### config.mk
export PLATFORM = sky130hd
export DESIGN_NAME = rtt_alarm_timer
export DESIGN_NICKNAME = d
export VERILOG_FILES = /design/src/rtl/rtt_pkg.sv /design/src/rtl/rtt_prescaler.sv /design/src/rtl/rtt_value_counter.sv /design/src/rtl/rtt_status_flags.sv /design/src/rtl/rtt_alarm_timer.sv
export SDC_FILE = /design/constraint.sdc
export NUM_CORES = 1
export LEC_CHECK = 0
export ABC_AREA = 1
export BUFFER_PORTS_ARGS = -buffer_cell sky130_fd_sc_hd__buf_2
export CORE_ASPECT_RATIO = 1.1
export CORE_MARGIN = 8
export CORE_UTILIZATION = 65
export CTS_BUF_LIST = sky130_fd_sc_hd__clkbuf_8
export DETAILED_ROUTE_END_ITERATION = 10
export HOLD_SLACK_MARGIN = 0.06
export PLACE_DENSITY = 0.83
export SYNTH_ARGS = -nofsm -noshare
export SYNTH_HDL_FRONTEND = slang
export SYNTH_SLANG_ARGS = --single-unit
### constraint.sdc
create_clock -name clk -period 4.71 [get_ports clk]
set_input_delay 0.942 -clock clk [delete_from_list [all_inputs] [get_ports clk]]
set_output_delay 0.942 -clock clk [all_outputs]
set_load 0.01 [all_outputs]
### src/rtl/rtt_pkg.sv
package rtt_pkg;
    // register offsets (low nibble of the byte address)
    localparam logic [3:0] OFF_MODE  = 4'h0;
    localparam logic [3:0] OFF_ALARM = 4'h4;
    localparam logic [3:0] OFF_VALUE = 4'h8;
    localparam logic [3:0] OFF_STAT  = 4'hC;

    // mode register field positions
    localparam int MODE_DIV_W     = 16;
    localparam int MODE_ALM_IE    = 16;
    localparam int MODE_INC_IE    = 17;
    localparam int MODE_RESTART   = 18;

    localparam logic [31:0] MODE_RESET = 32'h0000_8000;
    localparam int          ZERO_DIV   = 32768;

    typedef enum logic [2:0] {
        REG_MODE,
        REG_ALARM,
        REG_VALUE,
        REG_STAT,
        REG_NONE
    } reg_sel_e;

    function automatic reg_sel_e decode_off(input logic [3:0] off);
        unique case (off)
            OFF_MODE:  return REG_MODE;
            OFF_ALARM: return REG_ALARM;
            OFF_VALUE: return REG_VALUE;
            OFF_STAT:  return REG_STAT;
            default:   return REG_NONE;
        endcase
    endfunction
endpackage

### src/rtl/rtt_prescaler.sv
module rtt_prescaler #(
    parameter int PRE_W    = 16,
    parameter int ZERO_DIV = 32768,
    parameter int RST_DIV  = 32768
) (
    input  logic             clk,
    input  logic             rst_n,
    input  logic             tick_en,
    input  logic             restart,
    input  logic [PRE_W-1:0] div_in,
    output logic             inc_pulse
);
    localparam logic [PRE_W-1:0] ZERO_LOAD = PRE_W'(ZERO_DIV - 1);
    localparam logic [PRE_W-1:0] RST_LOAD  = PRE_W'(RST_DIV - 1);

    logic [PRE_W-1:0] reload_q;
    logic [PRE_W-1:0] cnt_q;
    logic [PRE_W-1:0] new_load;

    always_comb begin
        if (div_in == '0) new_load = ZERO_LOAD;
        else              new_load = div_in - PRE_W'(1);
    end

    assign inc_pulse = tick_en && (cnt_q == '0) && !restart;

    always_ff @(posedge clk) begin
        if (!rst_n) begin
            reload_q <= RST_LOAD;
            cnt_q    <= RST_LOAD;
        end else if (restart) begin
            reload_q <= new_load;
            cnt_q    <= new_load;
        end else if (tick_en) begin
            if (cnt_q == '0) cnt_q <= reload_q;
            else             cnt_q <= cnt_q - PRE_W'(1);
        end
    end
endmodule

### src/rtl/rtt_value_counter.sv
module rtt_value_counter #(
    parameter int CNT_W = 32
) (
    input  logic             clk,
    input  logic             rst_n,
    input  logic             restart,
    input  logic             inc,
    input  logic [CNT_W-1:0] alarm,
    output logic [CNT_W-1:0] value,
    output logic             alarm_hit
);
    logic [CNT_W-1:0] stepped;
    logic [CNT_W-1:0] target;
    logic             alarm_off;

    assign stepped   = value + CNT_W'(1);
    assign target    = alarm + CNT_W'(1);
    assign alarm_off = &alarm;
    assign alarm_hit = inc && !alarm_off && (stepped == target);

    always_ff @(posedge clk) begin
        if (!rst_n)       value <= '0;
        else if (restart) value <= '0;
        else if (inc)     value <= stepped;
    end
endmodule

### src/rtl/rtt_status_flags.sv
module rtt_status_flags (
    input  logic clk,
    input  logic rst_n,
    input  logic inc_evt,
    input  logic alm_evt,
    input  logic rd_clr,
    input  logic ie_inc,
    input  logic ie_alm,
    output logic flag_inc,
    output logic flag_alm,
    output logic irq
);
    logic inc_n;
    logic alm_n;

    // a read clears, but an event on the same edge survives
    always_comb begin
        inc_n = (flag_inc && !rd_clr) || inc_evt;
        alm_n = (flag_alm && !rd_clr) || alm_evt;
    end

    always_ff @(posedge clk) begin
        if (!rst_n) begin
            flag_inc <= 1'b0;
            flag_alm <= 1'b0;
            irq      <= 1'b0;
        end else begin
            flag_inc <= inc_n;
            flag_alm <= alm_n;
            irq      <= (inc_n && ie_inc) || (alm_n && ie_alm);
        end
    end
endmodule

### src/rtl/rtt_alarm_timer.sv
module rtt_alarm_timer
    import rtt_pkg::*;
#(
    parameter int AW    = 8,
    parameter int CNT_W = 32
) (
    input  logic          clk,
    input  logic          rst_n,
    input  logic          slow_tick,
    input  logic          bus_sel,
    input  logic          bus_wr,
    input  logic [AW-1:0] bus_addr,
    input  logic [31:0]   bus_wdata,
    output logic [31:0]   bus_rdata,
    output logic          irq
);
    localparam int DW = 32;

    reg_sel_e         rsel;
    logic             wr_mode;
    logic             wr_alarm;
    logic             rd_any;
    logic             rd_stat;
    logic             restart;
    logic [DW-1:0]    mode_q;
    logic [DW-1:0]    mode_n;
    logic [CNT_W-1:0] alarm_q;
    logic [CNT_W-1:0] value;
    logic             inc_pulse;
    logic             alarm_hit;
    logic             flag_inc;
    logic             flag_alm;
    logic             addr_unused;

    assign addr_unused = ^bus_addr[AW-1:4];

    assign rsel     = decode_off(bus_addr[3:0]);
    assign wr_mode  = bus_sel && bus_wr && (rsel == REG_MODE);
    assign wr_alarm = bus_sel && bus_wr && (rsel == REG_ALARM);
    assign rd_any   = bus_sel && !bus_wr;
    assign rd_stat  = rd_any && (rsel == REG_STAT);
    assign restart  = wr_mode && bus_wdata[MODE_RESTART];
    assign mode_n   = wr_mode ? bus_wdata : mode_q;

    always_ff @(posedge clk) begin
        if (!rst_n) begin
            mode_q  <= MODE_RESET;
            alarm_q <= '1;
        end else begin
            mode_q <= mode_n;
            if (wr_alarm) alarm_q <= bus_wdata[CNT_W-1:0];
        end
    end

    always_ff @(posedge clk) begin
        if (!rst_n) begin
            bus_rdata <= '0;
        end else if (rd_any) begin
            unique case (rsel)
                REG_MODE:  bus_rdata <= mode_q;
                REG_ALARM: bus_rdata <= DW'(alarm_q);
                REG_VALUE: bus_rdata <= DW'(value);
                REG_STAT:  bus_rdata <= {30'd0, flag_inc, flag_alm};
                default:   bus_rdata <= '0;
            endcase
        end
    end

    rtt_prescaler #(
        .PRE_W   (MODE_DIV_W),
        .ZERO_DIV(ZERO_DIV),
        .RST_DIV (int'(MODE_RESET[MODE_DIV_W-1:0]))
    ) u_pre (
        .clk      (clk),
        .rst_n    (rst_n),
        .tick_en  (slow_tick),
        .restart  (restart),
        .div_in   (bus_wdata[MODE_DIV_W-1:0]),
        .inc_pulse(inc_pulse)
    );

    rtt_value_counter #(
        .CNT_W(CNT_W)
    ) u_cnt (
        .clk      (clk),
        .rst_n    (rst_n),
        .restart  (restart),
        .inc      (inc_pulse),
        .alarm    (alarm_q),
        .value    (value),
        .alarm_hit(alarm_hit)
    );

    rtt_status_flags u_flags (
        .clk     (clk),
        .rst_n   (rst_n),
        .inc_evt (inc_pulse),
        .alm_evt (alarm_hit),
        .rd_clr  (rd_stat),
        .ie_inc  (mode_n[MODE_INC_IE]),
        .ie_alm  (mode_n[MODE_ALM_IE]),
        .flag_inc(flag_inc),
        .flag_alm(flag_alm),
        .irq     (irq)
    );
endmodule

==> metrics <==
CTS sink cnt=roughly 160; Post-CTS Resized=0; cell count of the worst reg-to-reg path=10; Critical Path AT=3.67 ns; Worst-Margin Slew=1.16 ns; Layout area overhead=8.37%; Horiz. Die Dim=roughly 130 um; Worst Hold Launch=u_pre.reload_q[4]; quantity of hold-fixing buffers added after cts=0; Avg Inst Size Synth=approximately 6 um^2; initial antenna violation count=0; Cell Pwr Density=259 mW/mm^2; number of max-cap violations=0; WP data required=approximately 5.1 ns; Setup Skew=0.0102 ns; # DRC=0; GRT overflow=0; final WL=approximately 32000 um; status=completed; mean routed wirelength per cell=16.9 um; crit path max fanout=27; Post-synth EDFFs=0; Worst R2R Setup Slack=between 1.5 and 2 ns; RR Endpoint=u_cnt.value[12]; Setup-failing EPs final=0; CTS clk-pin slew, worst paths=~0.10 ns; Synth Warn #=0; distinct cell type count after synthesis=around 40; setup_tns=0 ns; Async SR Flop Fraction=0%; routability congestion estimate=approximately 0.97; Initial DRC Count=between 1000 and 1500; Setup CP Type=primary input to register; hold depth=2; Clock Latency Late Sink=around 0.48 ns; Buffers on Ports=73; row count=47; HP Class=register to register; Vias/cell=around 5.7; Worst Hold Path EP=u_pre.reload_q[4]; layout cell share with drive strength beyond 1=a little under a tenth; Initial Utilization=66.2%; Tmin final=~3.3 ns; IO Count=78; sequential area share after synthesis=around a third; clk root buf=clkbuf_8; # diodes=0; TritonRoute pass-1 iters=6; largest net degree at the start of global routing=50; CP Capture Type=register; CP max-delay cell=nor2_1; Synthesized Nets=1695; Synth area leader=dfxtp_1; FILL cells=approximately 1400; relative slew slack=between 20 and 25%; reg2reg start=u_pre.cnt_q[0]; P_leak=5.21 nW; CTS buffer count=17; top-area cell type share of the netlist area=32.9%; core area=about 0.015 mm^2; post-layout util=71.7%; Max Freq=between 300 and 400 MHz; worst path cell trace=buf_2 -> nand2_1 -> nor2_1 -> buf_4 -> nand2_2 -> inv_2 -> nor2_1 -> inv_2 -> a22oi_1 -> o211ai_1; Critical Path Max Stage Delay=between 0.7 and 0.8 ns; post-synthesis register bit count=163; VDD IR max=about 0.00017 V; Synth Flop Type=dfxtp_1; final net count=1741; final worst path period share=approximately 70%; die footprint=0.0195 mm^2; RSZ-0062 raised after global routing=no; H-tree levels=4; Clock Path Buffers=2; vias in the first global route=9707; Tot Pwr=between 2 and 3 mW; crit start category=primary input; CTS tree=done; Slew Limit Fails=0; Chip Height=between 100 and 150 um; most instantiated cells after synthesis=nand2_1 (520), nor2_1 (183), inv_1 (179); Vias=roughly 11000; first-pass GRT wire length=between 40000 and 50000 um; Post-CTS Setup Bufs=0; overall routing resource usage=32.0%; top-count cell post-synth=nand2_1; DRT antenna net count=0; Final HPWL DP=between 20000 and 25000 um; synthesized cell area=a little under 0.01 mm^2; Hold Vio Cnt, Final=0; Worst Hold Slack=between 0.4 and 0.5 ns; synth top area cells=dfxtp_1 (33%), nand2_1 (20%), o21ai_0 (7.4%); Syn Inst Count=1644
==> layout by cell type (no fill, tap or decap), types with 3 or more instances in the layout <==
master and count:
nand2_1 520, inv_1 181, nor2_1 180, dfxtp_1 163, o21ai_0 147, a21oi_1 139
nand3_1 88, buf_2 73, o22ai_1 30, xor2_1 19, clkbuf_8 18, nand4_1 16
nor2_2 13, nand2_2 10, nor2_4 9, buf_4 9, inv_2 8, o211ai_1 8
o221ai_1 7, a31oi_1 6, ha_1 6, nor3_1 5, nor4_1 4, or2_2 4
o31ai_1 4, a211oi_1 4, clkinvlp_4 3, clkinv_4 3
==> critical path: cells and delay by family <==
family	cells	cell delay [ns]
AND/OR/NAND/NOR	4	1.40
buffers and inverters	4	0.96
AO/OA/AOI/OAI	2	0.36
==> flip-flops by register name, indices dropped and copies added (netlist names) <==
register and count:
alarm_q 32, bus_rdata 32, mode_q 32, u_cnt.value 32, u_pre.cnt_q 16, u_pre.reload_q 16
u_flags.flag_alm 1, u_flags.flag_inc 1, u_flags.irq 1
==> power breakdown <==
group | switching [mW] | leakage (nW) | total, mW | internal (mW)
sequential | 0.0160 | 1.32 | 1.41 | 1.40
clock | 0.581 | 0.182 | 0.966 | 0.384
combinational | 0.282 | 3.71 | 0.413 | 0.131
==> layer usage <==
metal | vias to the layer above | share of wire (%) | GRT usage, %
met4 | 0 | 3.6 | 14.4
met2 | 549 | 46 | 51.2
met1 | 4864 | 41 | 40.4
met3 | 77 | 9.5 | 6.87
met5 | - | 0 | 0
li1 | 5416 | - | -
==> worst max path at each step <==
stage / cells past startpoint / to / from / slack, ns
floorplan: 10 / u_pre.cnt_q[14] / bus_addr[1] / 2.37
global placement: 10 / u_pre.cnt_q[9] / bus_wr / 1.03
detailed placement: 10 / u_pre.cnt_q[9] / bus_wr / 0.93
CTS: 10 / u_pre.cnt_q[9] / bus_wr / 1.46
global route: 10 / u_pre.cnt_q[9] / bus_wr / 1.24
finish: 10 / u_pre.cnt_q[9] / bus_wr / 1.41
==> per-stage QoR <==
step | std cells | cell area [um^2] | setup WS (ns)
4_1_cts | 1899 | 10800 | 1.46
3_3_place_gp | 1867 | 10400 | 1.03
6_report | 1899 | 10800 | 1.41
3_5_place_dp | 1867 | 10400 | 0.934
2_1_floorplan | 1644 | 9930 | 2.37
5_1_grt | 1899 | 10800 | 1.24
==> cell families after synthesis <==
family	after synthesis	synth area share (%)
compound gates	353	19.2
xor+xnor	21	1.85
fa+ha+maj	6	0.756
buf+inv	244	9.30
flops	163	32.9
simple gates	857	36.0
==> cell type report <==
type / instances / area (um^2) / area share (%)
tap: 196 / 245 / 2.28
clock buffer: 18 / 248 / 2.30
clock inverter: 14 / 106 / 0.989
inverter: 189 / 709 / 6.60
sequential: 163 / 3260 / 30.3
timing repair buffer: 82 / 433 / 4.02
multi-input combinational: 1237 / 5750 / 53.5
No activity file was read; power rests on OpenSTA's default activity.
